--- config.mk ---
export PLATFORM = sky130hd
export DESIGN_NAME = hb_fault_ctrl
export DESIGN_NICKNAME = d
export VERILOG_FILES = /design/src/rtl/hb_fault_pkg.sv /design/src/rtl/hb_rst_sync.sv /design/src/rtl/hb_ot_latch.sv /design/src/rtl/hb_leg.sv /design/src/rtl/hb_pair_ctrl.sv /design/src/rtl/hb_fault_ctrl.sv
export SDC_FILE = /design/constraint.sdc
export NUM_CORES = 1
export LEC_CHECK = 0
export ABC_AREA = 1
export BUFFER_PORTS_ARGS = -buffer_cell sky130_fd_sc_hd__buf_2
export CAP_MARGIN = 20
export CORE_ASPECT_RATIO = 1.4
export CORE_MARGIN = 2
export CORE_UTILIZATION = 35
export DETAILED_ROUTE_END_ITERATION = 16
export SYNTH_ARGS = -nofsm -noshare
export SYNTH_HDL_FRONTEND = slang
export SYNTH_SLANG_ARGS = --single-unit
--- constraint.sdc ---
create_clock -name clk_i -period 1.4 [get_ports clk_i]
set_input_delay 0.07 -clock clk_i [delete_from_list [all_inputs] [get_ports clk_i]]
set_output_delay 0.07 -clock clk_i [all_outputs]
set_load 0.05 [all_outputs]
--- src/rtl/hb_fault_pkg.sv ---
package hb_fault_pkg;
  localparam int NUM_PAIRS = 2;
  localparam int PAIR_AB   = 0;
  localparam int PAIR_CD   = 1;

  typedef enum logic {
    MODE_LATCH = 1'b0,
    MODE_CBC   = 1'b1
  } oc_mode_e;
endpackage

--- src/rtl/hb_rst_sync.sv ---
module hb_rst_sync #(
  parameter int STAGES = 2
) (
  input  logic clk_i,
  input  logic rst_ni,
  input  logic d_i,
  output logic q_o,
  output logic rise_o
);
  logic [STAGES-1:0] sh_q;
  logic              prev_q;

  always_ff @(posedge clk_i or negedge rst_ni) begin
    if (!rst_ni) begin
      sh_q   <= '0;
      prev_q <= 1'b0;
    end else begin
      sh_q   <= {sh_q[STAGES-2:0], d_i};
      prev_q <= sh_q[STAGES-1];
    end
  end

  assign q_o    = sh_q[STAGES-1];
  assign rise_o = sh_q[STAGES-1] & ~prev_q;
endmodule

--- src/rtl/hb_ot_latch.sv ---
module hb_ot_latch #(
  parameter int NP = 2
) (
  input  logic          clk_i,
  input  logic          rst_ni,
  input  logic          ot_i,
  input  logic [NP-1:0] rise_i,
  output logic          lat_o
);
  logic          lat_q;
  logic [NP-1:0] seen_q;
  logic          all_seen;

  // every pair reset must have risen since the trip (or in this cycle)
  assign all_seen = &(seen_q | rise_i);

  always_ff @(posedge clk_i or negedge rst_ni) begin
    if (!rst_ni) begin
      lat_q  <= 1'b0;
      seen_q <= '0;
    end else begin
      if (lat_q) begin
        if (all_seen) begin
          seen_q <= '0;          // consumed; still hot means new edges needed
          if (!ot_i) lat_q <= 1'b0;
        end else begin
          seen_q <= seen_q | rise_i;
        end
      end
      if (ot_i) lat_q <= 1'b1;
    end
  end

  assign lat_o = lat_q;
endmodule

--- src/rtl/hb_leg.sv ---
module hb_leg (
  input  logic clk_i,
  input  logic rst_ni,
  input  logic cbc_i,
  input  logic en_i,
  input  logic pwm_i,
  input  logic oc_i,
  output logic hs_o,
  output logic ls_o
);
  logic pwm_q;
  logic act_q;
  logic side_q;
  logic pwm_rise;
  logic trip;
  logic ovr;
  logic side_now;

  assign pwm_rise = pwm_i & ~pwm_q;
  assign trip     = cbc_i & oc_i;
  assign ovr      = trip | (act_q & ~pwm_rise);
  assign side_now = act_q ? side_q : pwm_i;   // 1: high side was conducting

  always_ff @(posedge clk_i or negedge rst_ni) begin
    if (!rst_ni) begin
      pwm_q  <= 1'b0;
      act_q  <= 1'b0;
      side_q <= 1'b0;
    end else begin
      pwm_q <= pwm_i;
      if (trip) begin
        act_q <= 1'b1;
        if (!act_q) side_q <= pwm_i;
      end else if (pwm_rise) begin
        act_q <= 1'b0;
      end
    end
  end

  assign hs_o = en_i & (ovr ? ~side_now : pwm_i);
  assign ls_o = en_i & (ovr ?  side_now : ~pwm_i);
endmodule

--- src/rtl/hb_pair_ctrl.sv ---
module hb_pair_ctrl #(
  parameter int HB = 2
) (
  input  logic          clk_i,
  input  logic          rst_ni,
  input  logic          cbc_i,
  input  logic          run_i,
  input  logic          rise_i,
  input  logic          ot_shut_i,
  input  logic [HB-1:0] pwm_i,
  input  logic [HB-1:0] oc_i,
  output logic [HB-1:0] hs_o,
  output logic [HB-1:0] ls_o,
  output logic          pd_o,
  output logic          oc_fault_o
);
  logic oc_lat_q;
  logic oc_live;
  logic en;

  assign oc_live = ~cbc_i & (|oc_i);

  // set wins over clear: an overcurrent present at the clearing edge stays latched
  always_ff @(posedge clk_i or negedge rst_ni) begin
    if (!rst_ni)       oc_lat_q <= 1'b0;
    else if (oc_live)  oc_lat_q <= 1'b1;
    else if (rise_i)   oc_lat_q <= 1'b0;
  end

  assign en         = run_i & ~ot_shut_i & ~oc_lat_q & ~oc_live;
  assign pd_o       = ~run_i;
  assign oc_fault_o = oc_lat_q | oc_live;

  for (genvar h = 0; h < HB; h++) begin : g_leg
    hb_leg u_leg (
      .clk_i  (clk_i),
      .rst_ni (rst_ni),
      .cbc_i  (cbc_i),
      .en_i   (en),
      .pwm_i  (pwm_i[h]),
      .oc_i   (oc_i[h]),
      .hs_o   (hs_o[h]),
      .ls_o   (ls_o[h])
    );
  end
endmodule

--- src/rtl/hb_fault_ctrl.sv ---
module hb_fault_ctrl
  import hb_fault_pkg::*;
#(
  parameter int HB_PER_PAIR = 2,
  parameter int SYNC_STAGES = 2
) (
  input  logic                   clk_i,
  input  logic                   rst_ni,
  input  logic                   mode_cbc_i,
  input  logic [HB_PER_PAIR-1:0] pwm_ab_i,
  input  logic [HB_PER_PAIR-1:0] pwm_cd_i,
  input  logic                   reset_ab_ni,
  input  logic                   reset_cd_ni,
  input  logic [HB_PER_PAIR-1:0] oc_ab_i,
  input  logic [HB_PER_PAIR-1:0] oc_cd_i,
  input  logic                   ot_i,
  output logic [HB_PER_PAIR-1:0] hs_ab_o,
  output logic [HB_PER_PAIR-1:0] ls_ab_o,
  output logic [HB_PER_PAIR-1:0] hs_cd_o,
  output logic [HB_PER_PAIR-1:0] ls_cd_o,
  output logic                   pd_ab_o,
  output logic                   pd_cd_o,
  output logic                   fault_no
);
  localparam int HB = HB_PER_PAIR;

  oc_mode_e                      mode;
  logic [NUM_PAIRS-1:0]          prst_n;
  logic [NUM_PAIRS-1:0]          run;
  logic [NUM_PAIRS-1:0]          rise;
  logic [NUM_PAIRS-1:0]          pd;
  logic [NUM_PAIRS-1:0]          oc_fault;
  logic [NUM_PAIRS-1:0][HB-1:0]  pwm;
  logic [NUM_PAIRS-1:0][HB-1:0]  oc;
  logic [NUM_PAIRS-1:0][HB-1:0]  hs;
  logic [NUM_PAIRS-1:0][HB-1:0]  ls;
  logic                          ot_lat;
  logic                          ot_shut;

  assign mode             = oc_mode_e'(mode_cbc_i);
  assign prst_n[PAIR_AB]  = reset_ab_ni;
  assign prst_n[PAIR_CD]  = reset_cd_ni;
  assign pwm[PAIR_AB]     = pwm_ab_i;
  assign pwm[PAIR_CD]     = pwm_cd_i;
  assign oc[PAIR_AB]      = oc_ab_i;
  assign oc[PAIR_CD]      = oc_cd_i;

  for (genvar p = 0; p < NUM_PAIRS; p++) begin : g_pair
    hb_rst_sync #(.STAGES(SYNC_STAGES)) u_sync (
      .clk_i  (clk_i),
      .rst_ni (rst_ni),
      .d_i    (prst_n[p]),
      .q_o    (run[p]),
      .rise_o (rise[p])
    );

    hb_pair_ctrl #(.HB(HB)) u_pair (
      .clk_i      (clk_i),
      .rst_ni     (rst_ni),
      .cbc_i      (mode == MODE_CBC),
      .run_i      (run[p]),
      .rise_i     (rise[p]),
      .ot_shut_i  (ot_shut),
      .pwm_i      (pwm[p]),
      .oc_i       (oc[p]),
      .hs_o       (hs[p]),
      .ls_o       (ls[p]),
      .pd_o       (pd[p]),
      .oc_fault_o (oc_fault[p])
    );
  end

  hb_ot_latch #(.NP(NUM_PAIRS)) u_ot (
    .clk_i  (clk_i),
    .rst_ni (rst_ni),
    .ot_i   (ot_i),
    .rise_i (rise),
    .lat_o  (ot_lat)
  );

  assign ot_shut  = ot_lat | ot_i;

  assign hs_ab_o  = hs[PAIR_AB];
  assign ls_ab_o  = ls[PAIR_AB];
  assign hs_cd_o  = hs[PAIR_CD];
  assign ls_cd_o  = ls[PAIR_CD];
  assign pd_ab_o  = pd[PAIR_AB];
  assign pd_cd_o  = pd[PAIR_CD];
  assign fault_no = ~(ot_shut | (|oc_fault));
endmodule

Word-level counts from Yosys, hierarchy flattened. Cells that the tools add are included. Widths: inputs -> output; s select.

Bits in registers: 23. Output and inout port bits: 11. Logic and storage cells: 124. Bits of input ports: 14.

Multiplexer cells: 28. Bitwise gates (word level): 66. Reductions and logical operators: 10.

Operators by type and width (count): $and 1x1->1 (30); $mux 1 (27); $not 1->1 (27); $reduce_bool 2->1 (6); $or 1x1->1 (8); $reduce_or 2->1 (3); $mux 2 (1); $or 2x2->2 (1); $reduce_and 2->1 (1).

Logic depth before layout (Yosys ltp). Gate-level depths: netlist of run 1.

Depth in word-level cells: 7. Mapped depth: 8. Gate-level depth less buffers: 7.

Modules after synthesis. A second synthesis of run 1 with hierarchy kept.

Cells, all modules: 133. Area, all modules: 1122.3 um^2.

By module, submodules not included: hb_leg (instances 4, cells each 18, seq. area each 75.1 um^2, area an instance 157.7 um^2); hb_rst_sync (instances 2, cells each 5, seq. area each 75.1 um^2, area an instance 85.1 um^2); hb_ot_latch (instances 1, cells each 22, seq. area each 75.1 um^2, area an instance 152.6 um^2); hb_pair_ctrl (instances 2, cells each 11, seq. area each 25.0 um^2, area an instance 68.8 um^2); hb_fault_ctrl (instances 1, cells each 7, seq. area each 0.0 um^2, area an instance 31.3 um^2).

Least setup slack after synthesis of run 1. Ideal clock, no wire load.

Kind: register to output. Start point: register u_ot.lat_q, in the netlist u_ot.lat_o. End point: output fault_no. Data arrival time: 1.189 ns. Slack: 0.141 ns. Buffers on the path: 0. Required time: 1.330 ns. Stages on the path, launching flop included: 4. Cell sequence: dfrtp_1 -> inv_1 -> nand2_1 -> nor2_1.

Longest elaborated chain between the ends: 3.

RTL lines: from (decl) (line hb_ot_latch.sv:10) `logic lat_q;`; from (signal assigned) (line hb_ot_latch.sv:19) `lat_q <= 1'b0;`; from (signal assigned) (line hb_ot_latch.sv:25) `if (!ot_i) lat_q <= 1'b0;`; from (signal assigned) (line hb_ot_latch.sv:30) `if (ot_i) lat_q <= 1'b1;`; $or 1x1->1 (line hb_fault_ctrl.sv:81) `assign ot_shut = ot_lat | ot_i;`; $or 1x1->1 (line hb_fault_ctrl.sv:89) `assign fault_no = ~(ot_shut | (|oc_fault));`; $not 1->1 (line hb_fault_ctrl.sv:89); to (decl) (line hb_fault_ctrl.sv:23) `output logic fault_no`.

No other way between the ends.

Final worst setup path of run 1.
Start point: register u_ot.lat_q, in the netlist u_ot.lat_o. End point: output ls_ab_o[1].

Longest elaborated chain between the ends: 6.

RTL lines: $or 1x1->1 (line hb_fault_ctrl.sv:81); $not 1->1 (line hb_pair_ctrl.sv:30) `assign en = run_i & ~ot_shut_i & ~oc_lat_q & ~oc_live;`; $and 1x1->1 (3 in a row) (line hb_pair_ctrl.sv:30); $and 1x1->1 (line hb_leg.sv:41) `assign ls_o = en_i & (ovr ? side_now : ~pwm_i);`; to (decl) (line hb_fault_ctrl.sv:18) `output logic [HB_PER_PAIR-1:0] ls_ab_o,`.

No other way between the ends.

==> out/qor.csv, run 1 <==
metric,value,unit
ant_nets,0,
fillers,276,
grt_max_degree,24,
worstPathArrival,1370,ps
worstPathRequired,1330,ps
ys_seq_area_share,56.4,%
cap_viol_max_count,0,
holdCritPathClass,in2reg,
skew,5.89,ps
core_region_area,2820,um^2
crit_chain,inv_2 > nand2_4 > nor2_4 > nand3_4 > a21oi_2 > buf_6,
hold_viol_final,0,
cts_tree,built,
cts_sinks,23,
cp-start-kind,flop,
r2r_slack,420,ps
htree_levels,1,
grtUsageTotal,13.0,%
ys_ff_latch,23,
path_clk_slew,70,ps
rsz0062_at_grt,true,
design_area,1420,um^2
final-max-slew-violation-count,0,
wl_per_cell,11.1,um
antenna_found_initial,0,
mappedNetlistArea,1020,um^2
place_area,1130,um^2
period_needed,1440,ps
vias,828,
initial_core_util,36.2,%
clockRootBuffer,clkbuf_8,
syn_nets,130,
row_count,23,
min_period_over_period,103,%
path_max_fanout,4,
setup_tns,-48.4,ps
cp_num_buf_inv,2,
avgSynthCellArea,8.80,um^2
die_h,67.9,um
dieArea,3370,um^2
syn_inst,116,
synth_cell_types,12,
power.leakage,0.696,nW
io_buffer_count,24,
cts_buffer_depth,2,
drive_gt1_share,41.4,%
max_freq,693,MHz
drt_iter0_drc,9,
drc,0,
final_nets,160,
maxSlewHeadroom,65.2,%
dr.pass1.iters,4,
grt_pass1_wl,3.22,mm
regArea,576,um^2
yosys_warnings,0,
path_class,reg2out,
areaGrowthSynthToFinish,39.1,%
multi_input_comb_area,432,um^2
path_delay_family,flip-flops,
violations,negative setup slack,
cpPeakStageDelay,410,ps
power.density,1070,nW/um^2
setup_ws,-42.0,ps
clk_latency,260,ps
outcome,"complete, but fails checks",
gp_congestion,0.773,
vdd_ir_drop_max,0.691,mV
grt_pass1_vias,773,
cts_inserted_buffers,3,
ioPinCount,25,
drt-total-wl,2.03,mm
die_w,49.6,um
dp_hpwl,1.42,mm
cp_slowest_cell,dfrtp_1,
cp-end-kind,output port,
diodes,0,
setup_violations,4,
tightest_slew,523,ps
via_per_inst,4.55,
grt.overflow.total,0,
==> synth_stat cells, drive strengths merged <==
cell type | instances | share of area, %
nand2 | 33 | 12
nor2 | 11 | 4.0
a21oi | 6 | 2.9
inv | 15 | 5.5
dfrtp | 23 | 56
buf | 8 | 5.9
nand4 | 1 | 0.61
o21ai | 8 | 4.7
nand3 | 7 | 3.4
mux2 | 4 | 4.4
==> per-stage QoR <==
step	instances	power, mW	hold WS, ps	utilization (%)	setup WS (ps)
finish	182	1.52	84.8	50.4	-42.0
detailed placement	169	1.06	74.1	40.0	72.6
floorplan	116	0.975	-226	-	141
CTS	182	1.51	60.6	47.2	-66.7
global route	182	1.62	99.2	50.4	-153
global placement	169	1.04	72.6	40.0	116
==> cell type report <==
cell class | count | area share, %
flip-flops and latches | 23 | 40.5
multi-input cells | 70 | 30.4
repair buffers | 33 | 18.7
inverters | 15 | 3.96
well taps | 37 | 3.26
clock buffers | 4 | 3.17
==> cell families after synthesis <==
family	after synthesis	share of synthesized area [%]
compound gates	14	7.60
buf+inv	23	11.4
flops	23	56.4
mux	4	4.41
simple gates	52	20.2
==> routing by layer <==
| layer | global-route usage, % | vias to the layer above | part of all wire (%) | routed length [um] |
|---|---|---|---|---|
| met4 | 8.33 | 0 | 3.1 | 63 |
| met2 | 22.8 | 22 | 53 | 1080 |
| met1 | 13.4 | 383 | 39 | 789 |
| met3 | 3.93 | 7 | 4.9 | 99 |
| met5 | 0 | - | 0 | 0 |
| li1 | - | 416 | - | - |
==> state kept, by name, summed over array words and instances (netlist names) <==
name and cells:
g_pair.u_pair.g_leg.u_leg.act_q 4, g_pair.u_pair.g_leg.u_leg.pwm_q 4, g_pair.u_pair.g_leg.u_leg.side_q 4, g_pair.u_sync.sh_q 4, g_pair.u_pair.oc_lat_q 2, g_pair.u_sync.prev_q 2
u_ot.seen_q 2, u_ot.lat_o 1
==> cells in the final DEF (no fill, tap or decap), drive strengths merged <==
cell,count
a21oi,6
buf,26
clkbuf,4
dfrtp,23
dlygate4sd3,7
inv,15
mux2,4
nand2,33
nand3,7
nand4,1
nor2,11
o21ai,8
==> path summary, 6_finish.rpt <==
check	to	startpoint	cells after the start
max reg2reg	u_ot.seen_q[0]	g_pair[1].u_sync.sh_q[1]	5
min	u_ot.lat_o	ot_i	3
max in group asynchronous	u_ot.seen_q[1]	rst_ni	2
min in group asynchronous	g_pair[0].u_pair.g_leg[0].u_leg.side_q	rst_ni	2
min reg2reg	g_pair[0].u_sync.sh_q[1]	g_pair[0].u_sync.sh_q[0]	0
max	ls_ab_o[1]	u_ot.lat_o	6
==> where the power goes <==
part | total, mW | internal (mW) | switching, mW
Combinational | 0.323 | 0.130 | 0.192
Sequential | 0.798 | 0.752 | 0.0465
Clock | 0.398 | 0.203 | 0.195
==> worst min-delay path, delay by kind of cell <==
family / cells / cell delay, ps
buffers and inverters: 2 / 140
and+or+nand+nor: 1 / 100
==> timing repair <==
action | 4_1_cts | 5_1_grt
cloned | 0 | 0
pin swaps | 4 | 2
setup buffers | 2 | 0
resized for setup | 25 | 28
endpoints found under the hold margin | 29 | 0
hold buffers | 7 | 0
setup endpoints to repair | 8 | 9
Power figures use the tool's default switching activity.
==> run 2, diff against run 1 <==
Settings changed: SYNTH_HIERARCHICAL set to 1.
==> run 2 against run 1 <==
Net effect: sequential power increased by 4.3%; clock power grew 2%; synthesized cell count increased by 15%; wire length up 4.6%; the flow still finishes with violations (negative setup slack); clock skew down 3.0 ps; cell count grew 15%; area after synthesis up 9.9%; non-clock buffer count is the same; first-iteration DRC count rose by 56%; design area is 4.5% higher; fmax is 7.5% lower; worst hold slack got worse by 47 ps.
==> out/qor.csv, run 2 <==
metric,value,unit,change
dieArea,3680,um^2,+9.2%
grt_pass1_vias,922,,+19%
clk_latency,260,ps,about the same
power.leakage,0.776,nW,+12%
cts_tree,built,,
areaGrowthSynthToFinish,32.2,%,
io_buffer_count,24,,unchanged
mappedNetlistArea,1120,um^2,+9.9%
htree_levels,1,,unchanged
gp_congestion,0.751,,-2.8%
drive_gt1_share,37.6,%,-3.7 points
grtUsageTotal,13.9,%,+0.96 points
avgSynthCellArea,8.44,um^2,-4.1%
worstPathArrival,1490,ps,+120 ps
violations,negative setup slack,,
grt_pass1_wl,3.93,mm,+22%
synth_top_area_share,51.3,%,-5.1 points
ioPinCount,25,,unchanged
r2r_slack,450,ps,+30 ps
place_inst,197,,+17%
antenna_found_initial,0,,unchanged
vias,919,,+11%
path_max_fanout,3,,-1
cap_viol_max_count,0,,unchanged
yosys_warnings,6,,+6
min_period_over_period,111,%,+8.4 points
vdd_ir_drop_max,0.674,mV,-2.6%
grt_max_degree,24,,unchanged
cts_buffer_depth,2,,unchanged
yosysMostFrequentCell,inv_1,,
syn_inst,133,,+15%
async_flop_share,100,%,unchanged
clockRootBuffer,clkbuf_8,,
cp-end-kind,output port,,
synth_flop_cell,dfrtp_1,,
setup_ws,-159,ps,-117 ps
hold_viol_final,0,,unchanged
core_region_area,3090,um^2,+9.7%
synth_edf_count,0,,unchanged
holdPathStages,3,,unchanged
finalNonFillerCells,209,,+15%
path_class,reg2out,,
maxSlewHeadroom,65.1,%,-0.10 points
cp-start-kind,flop,,
holdCritPathClass,in2reg,,
dr.pass1.iters,4,,unchanged
synth_area_leaders,"dfrtp_1 (51%), inv_1 (9.4%), nand2_1 (9.0%)",,
ant_nets,0,,unchanged
tightest_slew,524,ps,+1.53 ps
grt.overflow.total,0,,unchanged
crit_chain,inv_1 > nand2_2 > nand3b_1 > nor2_2 > inv_1 > a21oi_2 > buf_6,,
diodes,0,,unchanged
drt_iter0_drc,14,,+5
layout_common_cells,"inv_1 (27), nand2_1 (27), dfrtp_1 (23)",,
cpPeakStageDelay,380,ps,-30 ps
dp_hpwl,1.62,mm,+14%
row_count,24,,+4.3%
wl_per_cell,10.1,um,-8.9%
synth_common_cells,"inv_1 (28), nand2_1 (27), dfrtp_1 (23), nand2_2 (13), nor2_1 (11)",,
skew,2.90,ps,-2.99 ps
cts_sinks,23,,unchanged
power.density,1110,nW/um^2,+3.3%
ys_ff_latch,23,,unchanged
path_clk_slew,80,ps,about the same
via_per_inst,4.40,,-3.3%
crit_top_cell,inv_1,,
final-max-slew-violation-count,0,,unchanged
rr_worst_depth,3,,-2
period_needed,1560,ps,+117 ps
die_h,71,um,+4.6%
post-place-ws,68.5,ps,-4.07 ps
rsz0062_at_grt,true,,
outcome,"complete, but fails checks",,
drt-total-wl,2.12,mm,+4.6%
final_nets,185,,+16%
syn_nets,147,,+13%
fillers,304,,+10%
synth_cell_types,13,,+1
setup_violations,8,,+4
drc,0,,unchanged
cp_slowest_cell,dfrtp_1,,
worstPathRequired,1330,ps,about the same
ys_seq_area_share,51.3,%,-5.1 points
cts_inserted_buffers,3,,unchanged
max_freq,641,MHz,-7.5%
initial_core_util,36.3,%,+0.084 points
yosysTopAreaCell,dfrtp_1,,
die_w,51.9,um,+4.5%
run 2: cell count changes in the layout (fill, tap and decap cells not counted), moves of 3 or more:
cell,before,now
o21ai_0,3,0
nor2_4,3,0
inv_1,13,27
nand2_1,23,27
nor2_2,4,9
nand2_2,9,13
run 2: cells by family (layout without fill, tap and decap cells):
family          count (synthesis)  after routing  share of synthesized area (%)
mux                             4              4                           4.01
flops                          23             23                           51.3
simple gates                   64             64                           26.6
compound gates                 12             12                           8.03
buf+inv                        30             67                           10.0
run 2: path summary, 6_finish.rpt:
path,startpoint,endpoint
setup / recovery,u_ot/lat_o,ls_cd_o[1]
hold / removal,ot_i,u_ot/lat_o
setup reg to reg,g_pair[0].u_pair/g_leg[1].u_leg/act_q,g_pair[0].u_pair/g_leg[1].u_leg/side_q
hold reg to reg,g_pair[0].u_sync/sh_q[0],g_pair[0].u_sync/sh_q[1]
max in group asynchronous,rst_ni,g_pair[1].u_pair/g_leg[1].u_leg/side_q
min in group asynchronous,rst_ni,u_ot/seen_q[1]
run 2: cell type report:
type,instances,area (um^2),area share [%]
flip-flops and latches,23,576,38.8
multi-input cells,80,447,30.1
repair buffers,33,255,17.2
inverters,30,113,7.59
well taps,39,48.8,3.29
clock buffers,4,45.0,3.04
run 2: worst max-delay path: cells and delay by family, from the launching register on:
kind,cells,cell delay (ps)
AND/OR/NAND/NOR,3,400
AO/OA/AOI/OAI,1,120
buffers and inverters,3,330
flip-flops,1,380
run 2: what timing repair did:
item	4_1_cts	5_1_grt
hold buffers	7	0
setup buffers	1	0
gates resized for setup	16	2
setup endpoints to repair	8	8
endpoints found under the hold margin	29	0
pin swaps	7	1
run 2: through the flow:
stage | utilization [%] | hold WS (ps) | total power [mW] | setup TNS (ps) | cell area [um^2]
final | 48.0 | 38.0 | 1.64 | -760 | 1480
after global routing | 48.0 | 43.3 | 1.77 | -1610 | 1480
after CTS | 47.9 | 39.5 | 1.66 | -763 | 1480
after detailed placement | 42.3 | 83.4 | 1.23 | 0 | 1310
after global placement | 42.3 | 77.0 | 1.21 | 0 | 1310
after floorplan | - | -226 | 1.12 | 0 | 1130
run 2: per-layer routing:
metal	global-route usage, %	wire (um)	up-vias
met1	17.6	937	424
met2	23.2	1070	22
met3	1.90	88	2
met5	0	0	-
met4	6.14	24	0
li1	-	-	471
run 2: power by group:
part | total [mW] | leakage [nW] | internal [mW] | switching, mW
combinational | 0.402 | 0.486 | 0.173 | 0.229
sequential | 0.832 | 0.267 | 0.766 | 0.0658
clock | 0.406 | 0.0228 | 0.203 | 0.203
